**src/rtl/bls_pkg.sv**
```systemverilog
package bls_pkg;

  typedef enum logic [2:0] {
    OP_JMP_REG  = 3'd0,
    OP_JMP_D16  = 3'd1,
    OP_JMP_D32  = 3'd2,
    OP_CALL_REG = 3'd3,
    OP_CALL_D16 = 3'd4,
    OP_CALL_D32 = 3'd5,
    OP_RET      = 3'd6,
    OP_NONE     = 3'd7
  } op_e;

  typedef enum logic [2:0] {
    ST_IDLE,
    ST_PUSH,
    ST_POP,
    ST_DRAIN,
    ST_DONE
  } state_e;

  // encoded length of each call form, added to form the link address
  localparam int unsigned LEN_CALL_REG = 2;
  localparam int unsigned LEN_CALL_D16 = 4;
  localparam int unsigned LEN_CALL_D32 = 6;

  function automatic logic op_is_call(op_e o);
    return (o == OP_CALL_REG) || (o == OP_CALL_D16) || (o == OP_CALL_D32);
  endfunction

  function automatic logic op_is_ret(op_e o);
    return o == OP_RET;
  endfunction

  function automatic logic op_is_legal(op_e o);
    return o != OP_NONE;
  endfunction

endpackage

```
**src/rtl/bls_target.sv**
```systemverilog
module bls_target
  import bls_pkg::*;
#(
  parameter int XLEN     = 32,
  parameter int NUM_AREG = 4,
  parameter int SEL_W    = 2
) (
  input  op_e                    op_i,
  input  logic [23:0]            field_i,
  input  logic [15:0]            ext_i,
  input  logic [XLEN-1:0]        pc_i,
  input  logic [NUM_AREG*XLEN-1:0] areg_i,
  output logic [XLEN-1:0]        target_o,
  output logic [XLEN-1:0]        link_o
);

  logic [XLEN-1:0] areg_arr [NUM_AREG];

  for (genvar g = 0; g < NUM_AREG; g++) begin : g_areg
    assign areg_arr[g] = areg_i[g*XLEN +: XLEN];
  end

  logic [SEL_W-1:0] sel;
  logic [XLEN-1:0]  disp16;
  logic [XLEN-1:0]  disp_jmp_long;
  logic [XLEN-1:0]  disp_call_long;

  assign sel            = field_i[SEL_W-1:0];
  assign disp16         = {{(XLEN-16){field_i[15]}}, field_i[15:0]};
  assign disp_jmp_long  = XLEN'({field_i[23:0], ext_i[7:0]});
  assign disp_call_long = XLEN'({field_i[15:0], ext_i[15:0]});

  always_comb begin
    unique case (op_i)
      OP_JMP_REG, OP_CALL_REG: target_o = areg_arr[sel];
      OP_JMP_D16, OP_CALL_D16: target_o = pc_i + disp16;
      OP_JMP_D32:              target_o = pc_i + disp_jmp_long;
      OP_CALL_D32:             target_o = pc_i + disp_call_long;
      default:                 target_o = '0;
    endcase
  end

  always_comb begin
    unique case (op_i)
      OP_CALL_REG: link_o = pc_i + XLEN'(LEN_CALL_REG);
      OP_CALL_D16: link_o = pc_i + XLEN'(LEN_CALL_D16);
      OP_CALL_D32: link_o = pc_i + XLEN'(LEN_CALL_D32);
      default:     link_o = pc_i;
    endcase
  end

endmodule

```
**src/rtl/bls_ctrl.sv**
```systemverilog
module bls_ctrl
  import bls_pkg::*;
#(
  parameter int BYTES = 4,
  parameter int IDX_W = 2
) (
  input  logic             clk_i,
  input  logic             rst_ni,
  input  logic             start_i,
  input  op_e              op_i,
  output logic             accept_o,
  output state_e           state_o,
  output logic [IDX_W-1:0] idx_o,
  output logic             is_call_o,
  output logic             is_ret_o
);

  state_e           state_q;
  logic [IDX_W-1:0] idx_q;
  logic             is_call_q;
  logic             is_ret_q;
  logic             last_byte;

  assign accept_o  = start_i && (state_q == ST_IDLE) && op_is_legal(op_i);
  assign last_byte = (idx_q == IDX_W'(BYTES - 1));

  always_ff @(posedge clk_i or negedge rst_ni) begin
    if (!rst_ni) begin
      state_q   <= ST_IDLE;
      idx_q     <= '0;
      is_call_q <= 1'b0;
      is_ret_q  <= 1'b0;
    end else begin
      unique case (state_q)
        ST_IDLE: begin
          if (accept_o) begin
            idx_q     <= '0;
            is_call_q <= op_is_call(op_i);
            is_ret_q  <= op_is_ret(op_i);
            if (op_is_call(op_i))     state_q <= ST_PUSH;
            else if (op_is_ret(op_i)) state_q <= ST_POP;
            else                      state_q <= ST_DONE;
          end
        end
        ST_PUSH: begin
          idx_q <= idx_q + 1'b1;
          if (last_byte) state_q <= ST_DONE;
        end
        ST_POP: begin
          idx_q <= idx_q + 1'b1;
          if (last_byte) state_q <= ST_DRAIN;
        end
        ST_DRAIN: state_q <= ST_DONE;
        ST_DONE:  state_q <= ST_IDLE;
        default:  state_q <= ST_IDLE;
      endcase
    end
  end

  assign state_o   = state_q;
  assign idx_o     = idx_q;
  assign is_call_o = is_call_q;
  assign is_ret_o  = is_ret_q;

endmodule

```
**src/rtl/bls_stack_lane.sv**
```systemverilog
module bls_stack_lane
  import bls_pkg::*;
#(
  parameter int XLEN  = 32,
  parameter int BYTES = 4,
  parameter int IDX_W = 2
) (
  input  logic             clk_i,
  input  logic             rst_ni,
  input  state_e           state_i,
  input  logic [IDX_W-1:0] idx_i,
  input  logic [XLEN-1:0]  sp_i,
  input  logic [XLEN-1:0]  link_i,
  output logic             we_o,
  output logic [XLEN-1:0]  waddr_o,
  output logic [7:0]       wdata_o,
  output logic             re_o,
  output logic [XLEN-1:0]  raddr_o,
  input  logic [7:0]       rdata_i,
  output logic [XLEN-1:0]  word_o
);

  logic [7:0]       link_b [BYTES];
  logic [7:0]       rd_b_q [BYTES];
  logic [XLEN-1:0]  addr;
  logic             rd_pend_q;
  logic [IDX_W-1:0] rd_idx_q;

  for (genvar g = 0; g < BYTES; g++) begin : g_lane
    assign link_b[g]       = link_i[8*g +: 8];
    assign word_o[8*g +: 8] = rd_b_q[g];
  end

  // byte address wraps modulo 2^XLEN
  assign addr    = sp_i + XLEN'(idx_i);
  assign we_o    = (state_i == ST_PUSH);
  assign waddr_o = addr;
  assign wdata_o = link_b[idx_i];
  assign re_o    = (state_i == ST_POP);
  assign raddr_o = addr;

  // read data lags its address by one cycle
  always_ff @(posedge clk_i or negedge rst_ni) begin
    if (!rst_ni) begin
      rd_pend_q <= 1'b0;
      rd_idx_q  <= '0;
      for (int i = 0; i < BYTES; i++) rd_b_q[i] <= '0;
    end else begin
      rd_pend_q <= re_o;
      rd_idx_q  <= idx_i;
      if (rd_pend_q) rd_b_q[rd_idx_q] <= rdata_i;
    end
  end

endmodule

```
**src/rtl/branch_link_seq.sv**
```systemverilog
module branch_link_seq
  import bls_pkg::*;
#(
  parameter int XLEN     = 32,
  parameter int NUM_AREG = 4
) (
  input  logic                     clk_i,
  input  logic                     rst_ni,
  input  logic                     start_i,
  input  logic [2:0]               op_i,
  input  logic [23:0]              field_i,
  input  logic [15:0]              ext_i,
  input  logic [XLEN-1:0]          pc_i,
  input  logic [XLEN-1:0]          sp_i,
  input  logic [NUM_AREG*XLEN-1:0] areg_i,
  output logic                     busy_o,
  output logic                     pc_we_o,
  output logic [XLEN-1:0]          pc_o,
  output logic                     mdr_we_o,
  output logic [XLEN-1:0]          mdr_o,
  output logic                     mem_we_o,
  output logic [XLEN-1:0]          mem_waddr_o,
  output logic [7:0]               mem_wdata_o,
  output logic                     mem_re_o,
  output logic [XLEN-1:0]          mem_raddr_o,
  input  logic [7:0]               mem_rdata_i
);

  localparam int BYTES = XLEN / 8;
  localparam int IDX_W = $clog2(BYTES);
  localparam int SEL_W = $clog2(NUM_AREG);

  op_e              op;
  logic             accept;
  state_e           state;
  logic [IDX_W-1:0] idx;
  logic             is_call;
  logic             is_ret;
  logic [XLEN-1:0]  target;
  logic [XLEN-1:0]  link;
  logic [XLEN-1:0]  target_q;
  logic [XLEN-1:0]  link_q;
  logic [XLEN-1:0]  sp_q;
  logic [XLEN-1:0]  word;

  assign op = op_e'(op_i);

  bls_target #(
    .XLEN    (XLEN),
    .NUM_AREG(NUM_AREG),
    .SEL_W   (SEL_W)
  ) i_target (
    .op_i    (op),
    .field_i (field_i),
    .ext_i   (ext_i),
    .pc_i    (pc_i),
    .areg_i  (areg_i),
    .target_o(target),
    .link_o  (link)
  );

  bls_ctrl #(
    .BYTES(BYTES),
    .IDX_W(IDX_W)
  ) i_ctrl (
    .clk_i    (clk_i),
    .rst_ni   (rst_ni),
    .start_i  (start_i),
    .op_i     (op),
    .accept_o (accept),
    .state_o  (state),
    .idx_o    (idx),
    .is_call_o(is_call),
    .is_ret_o (is_ret)
  );

  // operands captured once so later input changes cannot disturb a sequence
  always_ff @(posedge clk_i or negedge rst_ni) begin
    if (!rst_ni) begin
      target_q <= '0;
      link_q   <= '0;
      sp_q     <= '0;
    end else if (accept) begin
      target_q <= target;
      link_q   <= link;
      sp_q     <= sp_i;
    end
  end

  bls_stack_lane #(
    .XLEN (XLEN),
    .BYTES(BYTES),
    .IDX_W(IDX_W)
  ) i_lane (
    .clk_i  (clk_i),
    .rst_ni (rst_ni),
    .state_i(state),
    .idx_i  (idx),
    .sp_i   (sp_q),
    .link_i (link_q),
    .we_o   (mem_we_o),
    .waddr_o(mem_waddr_o),
    .wdata_o(mem_wdata_o),
    .re_o   (mem_re_o),
    .raddr_o(mem_raddr_o),
    .rdata_i(mem_rdata_i),
    .word_o (word)
  );

  assign busy_o   = (state != ST_IDLE);
  assign pc_we_o  = (state == ST_DONE);
  assign pc_o     = is_ret ? word : target_q;
  assign mdr_we_o = (state == ST_DONE) && is_call;
  assign mdr_o    = link_q;

endmodule

```
**config.mk**
```make
export PLATFORM = sky130hd
export DESIGN_NAME = branch_link_seq
export DESIGN_NICKNAME = d
export VERILOG_FILES = /design/src/rtl/bls_pkg.sv /design/src/rtl/bls_target.sv /design/src/rtl/bls_ctrl.sv /design/src/rtl/bls_stack_lane.sv /design/src/rtl/branch_link_seq.sv
export SDC_FILE = /design/constraint.sdc
export NUM_CORES = 1
export LEC_CHECK = 0
export ABC_CLOCK_PERIOD_IN_PS = 2900
export CAP_MARGIN = 25
export CORE_MARGIN = 10
export CORE_UTILIZATION = 42
export CTS_CLUSTER_SIZE = 24
export DETAILED_ROUTE_END_ITERATION = 12
export PLACE_DENSITY_LB_ADDON = 0.3
export SETUP_SLACK_MARGIN = 0.1
export SYNTH_ARGS = -nofsm -noshare
export SYNTH_HDL_FRONTEND = slang
export SYNTH_SLANG_ARGS = --single-unit
```
**constraint.sdc**
```tcl
create_clock -name clk_i -period 2.9 [get_ports clk_i]
set_clock_uncertainty 0.2 [all_clocks]
set_input_delay 0.29 -clock clk_i [delete_from_list [all_inputs] [get_ports clk_i]]
set_output_delay 0.29 -clock clk_i [all_outputs]
set_load 0.02 [all_outputs]
```
* Word-level counts from Yosys, hierarchy flattened
Cells that the tools add are included.
** Word-level totals
- Latch bits :: 0
- Register bits :: 138
- Bits in read-only memories :: 0
- Word-level logic and storage cells :: 79
- Memory bits (writable) :: 0
- Memories :: 0
- Input bits :: 246
- Output and inout bits :: 141
** Operators by class
- $add $sub $neg :: 8
- Multiplexer cells :: 20
- $mul :: 0
- Order comparisons :: 4
- Reduce and logical (&&, ||, !) cells :: 16
- Bitwise operators :: 3
- Shift operators :: 0
- Equal/unequal tests :: 15
- Divide/modulo/power cells :: 0
** Operators by type and width (count)
- $pmux W32 S4 :: 1
- $add A32 B32 Y32 :: 3
- $mux W32 :: 3
- $pmux W32 S3 :: 1
- $add A32 B3 Y32 const B :: 2
- $bmux W32 S2 :: 1
- $add A32 B2 Y32 :: 1
- $add A32 B2 Y32 const B :: 1
- $bwmux W32 :: 1
- $mux W8 :: 3
- $bmux W8 S2 :: 1
- $demux W8 S2 :: 1
- $mux W3 :: 5
- $eq A3 B2 Y1 const B :: 4
- $eq A3 B3 Y1 const B :: 4
- $pmux W3 S4 :: 1
- $ge A3 B3 Y1 const B :: 3
- $not A2 Y3 :: 3
- $eq A3 B1 Y1 const B :: 2
- $logic_not A3 Y1 :: 2
- $reduce_or A2 Y1 :: 3
- $logic_and A1 B1 Y1 :: 4
- $ne A2 B2 Y1 const B :: 2
- $pmux W2 S2 :: 1
- 11 further kinds :: 13

* Logic depth before layout (Yosys ltp)
Gate-level depths: netlist (run 1).
- Depth after elaboration :: 6
- Depth in mapped cells :: 18
- Mapped depth without buffers :: 14

* By module
Synthesis (run 1) repeated with hierarchy kept, for this count alone.
** Second synthesis, totals
- Cells, all modules :: 1061
- Area total of the unflattened synthesis :: 11238.3 um^2
** Modules (own cells, without submodules)
- bls_target :: area each 4249.1 um^2, instances 1, cells an instance 568, seq. area each 0.0 um^2
- branch_link_seq :: area each 4175.3 um^2, instances 1, cells an instance 242, seq. area each 2402.3 um^2
- bls_stack_lane :: area each 2417.3 um^2, instances 1, cells an instance 213, seq. area each 875.8 um^2
- bls_ctrl :: area each 396.6 um^2, instances 1, cells an instance 38, seq. area each 175.2 um^2

* Worst setup path after synthesis (run 1)
No wires, ideal clock.
- Kind :: in2reg
- From :: input op_i[0]
- To :: register target_q[26]
- Required time :: 2631 ps
- Arrival time :: 3809 ps
- Path buffers :: 4
- Cell stages on the path :: 17
- Slack :: -1178 ps
- Library setup time :: 69 ps
- Cells stage by stage :: clkbuf_1 clkbuf_1 and2_1 clkbuf_1 inv_1 clkbuf_1 nor2_1 a21oi_1 ha_1 nand3_2 nor3b_1 nor3_2 o311ai_4 a21oi_2 o31a_1 or4_1 nand3_1
** Between the ends
- Longest elaborated chain between the ends :: 3
- Elaborated cells on any way between the ends :: 11
- Classes of those cells :: eq/ne (6); mux (1); reduce/logical (4)
** Ends and longest elaborated chain
- start, declared :: RTL line branch_link_seq.sv:10 : input logic [2:0] op_i,
- $eq A3 B1 Y1 (tied with other cells) :: RTL line bls_target.sv:34 : unique case (op_i)
- $reduce_or A2 Y1 :: RTL line bls_target.sv:34
- $pmux W32 S4 :: RTL line bls_target.sv:34
- end signal, assigned :: RTL line branch_link_seq.sv:84 : target_q <= target;
- end, declared :: RTL line branch_link_seq.sv:41 : logic [XLEN-1:0] target_q;
Parallel ways exist; a longest one is shown, timed or not.
A chain may end at the register's enable or synchronous reset.

* Final worst setup path (run 1)
- From :: register sp_q[12]
- To :: output mem_raddr_o[22]
** Between the ends
- Longest elaborated chain between the ends :: 1
** Ends and longest elaborated chain
- start, declared :: RTL line branch_link_seq.sv:43 : logic [XLEN-1:0] sp_q;
- start signal, assigned :: RTL line branch_link_seq.sv:86 : sp_q <= sp_i;
- $add A32 B2 Y32 :: RTL line bls_stack_lane.sv:35 : assign addr = sp_i + XLEN'(idx_i);
- end, declared :: RTL line branch_link_seq.sv:25 : output logic [XLEN-1:0] mem_raddr_o,
No other way between the ends.

==> results.md, run 1 <==
- Post-DRT Antenna Nets: 0
- Mean Syn Cell Area: ~9.1 sq um
- Most common cell in the netlist: nand2_1
- DP Wirelength: approximately 35000 um
- Top Ports: around 390
- GR peak layer: met2
- Rel. slew slack: 0.455
- Setup CP Type: reg2out
- CP Launch Type: flop
- DR iter-0 viols: 1016
- Port Buffers: 386
- Routed length per instance: between 20 and 25 um
- Failing checks: negative setup slack
- Share of layout cells above drive strength 1: 0.352
- Critical Path AT: between 2 and 3 ns
- Via count of the first global-routing pass: around 12000
- Mapped Nets: about 1500
- Clk buf depth: 2
- Hold WS: 0.197 ns
- Hold Path Origin: sp_i[6]
- Root buffer cell: clkbuf_16
- GR Layer Usage met1: 0.292
- Max-slew violations: 0
- Inserted Diodes: 0
- Largest net degree at the start of global routing: 66
- Lkg Pwr: between 7 and 8 nW
- Fin crit share: 1.10
- Vias/cell: between 5 and 6
- Worst hold path cell count: 3
- Horiz. Die Dim: 179 um
- Row count: 58
- #FFs+latches synth: about 140
- Final Hold Fails: 0
- FF-to-FF setup slack: between 0.6 and 0.7 ns
- PD cells: 814 nW/um^2
- Total global-route track usage: 0.269
- RSZ-0062 raised after global routing: true
- Area added between synthesis and finish: 72.9%
- Core ar.: between 20000 and 30000 sq um
- Clock Pin Slew Worst Setup and Hold Paths: about 0.070 ns
- Yosys warns: 0
- Grt ovf: 0
- Status: finished with violations
- Portion of netlist area occupied by mux cells: 0.182
- Top post-synthesis cells by area: dfrtp_1, mux4_2, mux2_2, nand2_1, ha_1
- Post-synthesis simple-gate area fraction: 0.184
- Top cell type's share of synthesized area: 0.326
- Final instance area: roughly 18000 sq um
- Ys async rst share: 1.00
- Compound-Gate Fraction of Synth Area: 0.133
- Synth unique cells: 63
- R2R cell count: 5
- Max_cap viols: 0
- H-Tree Depth: 4
- Main synth FF type: dfrtp_1
- XOR/XNOR share of the synthesized area: 0.0669
- Residual DRC count: 0
- Minimum clock period: roughly 3.2 ns
- Detailed Routing Iterations Pass 1: 5
- Netlist Area Pre-Place: ~11000 sq um
- Final setup violation count: 52
- GP Congestion: 0.988
- Initial Utilization: 0.423
- Worst hold-check path type: in2reg
- Clk Latency, worst-skew pair: 0.42 ns
- Worst-margin pin slew: 0.814 ns
- Critical R2R Capture: sp_q[17]
- Post-layout util: 0.732
- Die ar.: 32000 sq um
- Main combinational cell family by area after synthesis: simple AND/OR/NAND/NOR gates
- Reg-to-reg startpoint: i_ctrl.state_o[2]
- CTS buffer count: 17
- Die Span Y: between 150 and 200 um
- Post-Synth Adder-Cell Area: 0.0552
- Met3 GRT Util: 0.0729
- M2 GR Usage: 0.469
- Crit path max fanout: 4
- Post-Syn Instances: approximately 1200
- Fmax: ~310 MHz
- First-pass GRT wire length: 66300 um
- Via Count: 11600
- Post-synthesis sequential area ratio: 0.326
- CTS Sinks: 138
- Crit. End Element: primary output
- Synth area leader: dfrtp_1
- Post-Route WL: ~47000 um
- Initial antenna violation count: 0
- Final #Nets: 2023
- Total placed instance area: between 15000 and 20000 sq um
- Top post-synthesis cells by count: nand2_1, dfrtp_1, nor2_1, mux2_2, a21oi_1
- Worst Hold End: sp_q[6]
- Pre-CTS setup slack: -1.25 ns
- Post-synth EDFFs: 0
- Setup slack after layout: -0.304 ns
- VDD IR max: ~670 uV
- CTS tree: built
- WP data required: around 2.4 ns
==> timing repair <==
action | in CTS | in global routing
hold buffers | 1 | 0
pin swaps | 68 | 72
endpoints found under the setup margin | 103 | 79
hold endpoints to repair | 62 | 0
cloned | 3 | 0
gates resized for setup | 404 | 156
setup buffers | 34 | 24
==> cells by family after synthesis <==
logic type / count (synthesis)
multiplexers: 133
XOR/XNOR: 81
adder cells (fa/ha/maj): 45
buffers and inverters: 116
AND/OR/NAND/NOR: 435
flip-flops: 138
AO/OA/AOI/OAI: 223
==> metrics by stage <==
step	TNS [ns]	instances	power, mW
after global placement	-36.61	1989	11.7
after floorplan	-8.09	1171	8.07
after global routing	-14.12	2075	15.6
final	-8.27	2075	14.9
after detailed placement	-41.69	1989	11.9
after CTS	-3.38	2056	14.4
==> registers in the layout, summed over array words and instances, names as in the netlist <==
signal / count
i_ctrl.is_call_o: 1
target_q: 32
i_lane.rd_idx_q: 2
i_ctrl.is_ret_o: 1
i_lane.word_o: 32
sp_q: 32
i_ctrl.state_o: 3
i_lane.rd_pend_q: 1
i_ctrl.idx_o: 2
mdr_o: 32
==> metal layers <==
layer	share of wire	wire length, um	up-vias
met5	0	0	-
met4	0.055	2540	0
met3	0.083	3880	144
met2	0.50	23200	561
met1	0.36	16900	5597
li1	-	-	5282
==> worst max-delay path, stage by stage, from the launching register on <==
cell,delay (ns)
dfrtp_1,0.39
nand4_1,0.21
inv_1,0.14
and3_4,0.20
and4_4,0.22
buf_4,0.13
nand4_1,0.23
nor2_1,0.21
xor2_1,0.26
buf_4,0.18
buf_6,0.11
==> placed cells by master, fill, tap and decap left out, drive strengths merged, types with 5 or more instances in the layout <==
cell	n
xnor2	46
mux2	76
nand2	196
a21oi	76
a211oi	7
clkdlybuf4s50	320
and2	6
mux2i	17
and4	6
a31oi	7
a21o	19
ha	42
nand3	40
mux4	40
nor2	108
and3	16
a221oi	21
buf	310
clkbuf	19
inv	29
nand2b	9
o21ai	56
o22ai	5
nor3	12
xor2	35
nand3b	8
nor3b	7
dfrtp	138
nand4	14
==> where the power goes <==
part	total [mW]	switching [mW]	internal, mW
clock network	2.22	0.981	1.23
registers	3.72	0.884	2.84
logic	8.97	4.56	4.41
==> final cells by class <==
cell class / count / area, sq um
Clock buffer: 17 / 425
Clock inverter: 15 / 173
Fill cell: 1723 / 6710
Inverter: 19 / 76.3
Multi-Input combinational cell: 918 / 7820
Sequential cell: 138 / 3450
Tap cell: 330 / 413
Timing Repair Buffer: 638 / 5970
==> worst max-delay path by stage <==
stage | from | end | cells after the start
after floorplan | op_i[0] | target_q[26] | 14
after global placement | op_i[2] | target_q[26] | 15
after detailed placement | op_i[1] | target_q[25] | 15
after CTS | op_i[2] | target_q[26] | 16
after global routing | op_i[2] | target_q[23] | 17
final | sp_q[12] | mem_raddr_o[22] | 10
No activity file was read; power rests on OpenSTA's default activity.
==> run 2: changes to the inputs <==
SKIP_LAST_GASP = 1   (was not set)
==> results.md, run 2 (same netlist as run 1, synthesis figures left out) <==
- Status: finished with violations (unchanged)
- Failing checks: negative setup slack (unchanged)
- Worst Hold End: sp_q[6] (unchanged)
- Total placed instance area: 16100 sq um (unchanged)
- PD cells: 813 nW/um^2 (was 814 nW/um^2)
- Worst-margin pin slew: 0.811 ns (was 0.814 ns)
- Initial antenna violation count: 0 (unchanged)
- FF-to-FF setup slack: 0.62 ns (about the same)
- Routed length per instance: 22.4 um (about the same)
- GP Congestion: 0.988 (unchanged)
- Area occupied by multi-input gates: 7760 sq um (was 7820 sq um)
- Final setup violation count: 48 (was 52)
- Overall Power: 14.8 mW (was 14.9 mW)
- Clock Pin Slew Worst Setup and Hold Paths: 0.07 ns (about the same)
- Sequential Area: 3450 sq um (unchanged)
- Share of layout cells above drive strength 1: 0.351 (was 0.352)
- Post-DRT Antenna Nets: 0 (unchanged)
- Max-slew violations: 0 (unchanged)
- Total global-route track usage: 0.269 (about the same)
- Row count: 58 (unchanged)
- Reg-to-reg startpoint: i_ctrl.state_o[2] (unchanged)
- Worst hold-check path type: in2reg (unchanged)
- CP Buf/Inv Count: 6 (was 4)
- Clk Latency, worst-skew pair: 0.42 ns (about the same)
- Setup slack after layout: -0.332 ns (was -0.304 ns)
- Post-layout util: 0.729 (was 0.732)
- Critical Path AT: 3.33 ns (was 2.71 ns)
- Root buffer cell: clkbuf_16 (unchanged)
- VDD IR max: 682 uV (was 672 uV)
- Gate power share: 0.600 (was 0.602)
- CP peak stage delay: 0.31 ns (was 0.39 ns)
- Via count of the first global-routing pass: 12200 (about the same)
- Final #Nets: 2027 (was 2023)
- Final Hold Fails: 0 (unchanged)
- CTS buffer count: 17 (unchanged)
- P_int: 8.44 mW (was 8.49 mW)
- GR peak layer: met2 (unchanged)
- Switching Share: 0.431 (about the same)
- DR iter-0 viols: 1017 (was 1016)
- Initial Utilization: 0.423 (unchanged)
- Pre-CTS setup slack: -1.25 ns (unchanged)
- Die ar.: 32000 sq um (unchanged)
- Detailed Routing Iterations Pass 1: 7 (was 5)
- R2R cell count: 5 (unchanged)
- Crit-path cells: buf_6 > buf_6 > nor3b_4 > buf_6 > buf_6 > buf_8 > bufbuf_16 > nand2_1 > o21ai_1 > ha_1 > and4_4 > a32oi_2 > a21oi_2 > a211oi_2 > o21ai_4 > a311oi_2 > mux2i_1 > a31oi_1 (was nand4_1 > inv_1 > and3_4 > and4_4 > buf_4 > nand4_1 > nor2_1 > xor2_1 > buf_4 > buf_6)
- Commonest non-fill, non-tap cells in the layout: clkdlybuf4s50_1, buf_4, nand2_1, dfrtp_1, nor2_1 (unchanged)
- CP Launch Type: input pin (was flop)
- Clk buf depth: 2 (unchanged)
- Post-Route WL: 46500 um (about the same)
- Minimum clock period: 3.23 ns (was 3.20 ns)
- Sequential power share: 0.250 (about the same)
- H-Tree Depth: 4 (unchanged)
- Hold Path Origin: sp_i[6] (unchanged)
- Fin crit share: 1.11 (was 1.10)
- CTS tree: built (unchanged)
- Die Span Y: 179 um (unchanged)
- Top Ports: 387 (unchanged)
- Residual DRC count: 0 (unchanged)
- First-pass GRT wire length: 66400 um (was 66300 um)
- Final instance area: 18200 sq um (was 18300 sq um)
- Grt ovf: 0 (unchanged)
- Clock power share: 0.150 (was 0.149)
- Met3 GRT Util: 0.0743 (was 0.0729)
- Inserted Diodes: 0 (unchanged)
- Rel. slew slack: 0.457 (was 0.455)
- Setup CP Type: in2reg (was reg2out)
- Horiz. Die Dim: 179 um (unchanged)
- Crit path max-delay family: compound AO/OA/AOI/OAI gates (was simple AND/OR/NAND/NOR gates)
- Crit path max fanout: 6 (was 4)
- WP data required: 3.00 ns (was 2.41 ns)
- Slowest CP cell: ha_1 (was dfrtp_1)
- Fillers: 1744 (was 1723)
- Fmax: 309 MHz (was 312 MHz)
- M2 GR Usage: 0.468 (was 0.469)
- Net switching power: 6.39 mW (was 6.42 mW)
- DP Wirelength: 35100 um (unchanged)
- Port Buffers: 386 (unchanged)
- Crit. End Element: flop (was primary output)
- Most frequent cell on the critical path: buf_6
- Via Count: 11600 (about the same)
- GR Layer Usage met1: 0.294 (was 0.292)
- CTS Sinks: 138 (unchanged)
- Core ar.: 25000 sq um (unchanged)
- Max_cap viols: 0 (unchanged)
- Lkg Pwr: 7.93 nW (was 7.97 nW)
- Largest net degree at the start of global routing: 66 (unchanged)
- Area added between synthesis and finish: 72.1% (was 72.9%)
- Vias/cell: 5.57 (was 5.58)
- Critical R2R Capture: sp_q[28] (was sp_q[17])
- Most common cell after layout, fill and taps aside: clkdlybuf4s50_1 (unchanged)
- RSZ-0062 raised after global routing: true (unchanged)
- Worst hold path cell count: 3 (unchanged)
run 2: worst max path at each step:
| stage | startpoint | depth (start not counted) | slack, ns | end |
|---|---|---|---|---|
| after floorplan | op_i[0] | 14 | -0.56 | target_q[26] |
| after global placement | op_i[2] | 15 | -1.16 | target_q[26] |
| after detailed placement | op_i[1] | 15 | -1.25 | target_q[25] |
| after CTS | op_i[2] | 16 | -0.24 | target_q[26] |
| after global routing | op_i[1] | 18 | -0.40 | target_q[29] |
| final | op_i[2] | 18 | -0.33 | target_q[31] |
run 2: area by class of cell:
cell class / instances / area share
repair buffers: 642 / 0.326
well taps: 330 / 0.0226
clock buffers: 17 / 0.0233
inverters: 19 / 0.00418
multi-input cells: 918 / 0.425
flip-flops and latches: 138 / 0.189
clock inverters: 15 / 0.00947
run 2: stage by stage:
stage / setup TNS (ns) / hold slack, ns / std cells
floorplan: -8.09 / -0.206 / 1171
global placement: -36.61 / 0.137 / 1989
detailed placement: -41.69 / 0.133 / 1989
CTS: -3.49 / 0.184 / 2056
global route: -11.69 / 0.195 / 2079
finish: -6.87 / 0.192 / 2079
run 2: worst reg2reg max path: cells and delay by family, from the launching register on:
family        cells  cell delay, ns
flops             1            0.47
simple gates      4            1.10
buf+inv           1            0.43
run 2: power by group through the flow:
| stage | Sequential, mW | Clock (mW) | Combinational, mW |
|---|---|---|---|
| floorplan | 3.63 | 0 | 4.44 |
| global placement | 3.57 | 0 | 8.16 |
| detailed placement | 3.62 | 0 | 8.30 |
| CTS | 3.63 | 2.25 | 8.49 |
| global route | 3.79 | 2.34 | 9.43 |
| finish | 3.71 | 2.23 | 8.90 |
run 2: layer usage:
layer | share of wire | wire length [um]
met5 | 0 | 0
met4 | 0.048 | 2250
met3 | 0.091 | 4250
met2 | 0.51 | 23600
met1 | 0.35 | 16500
run 2: what timing repair did:
item,in CTS,in global routing
endpoints found under the hold margin,62,0
hold buffers,1,0
gates resized for setup,389,140
setup endpoints to repair,103,79
buffers inserted,34,28
cloned,3,0
pin swaps,68,83
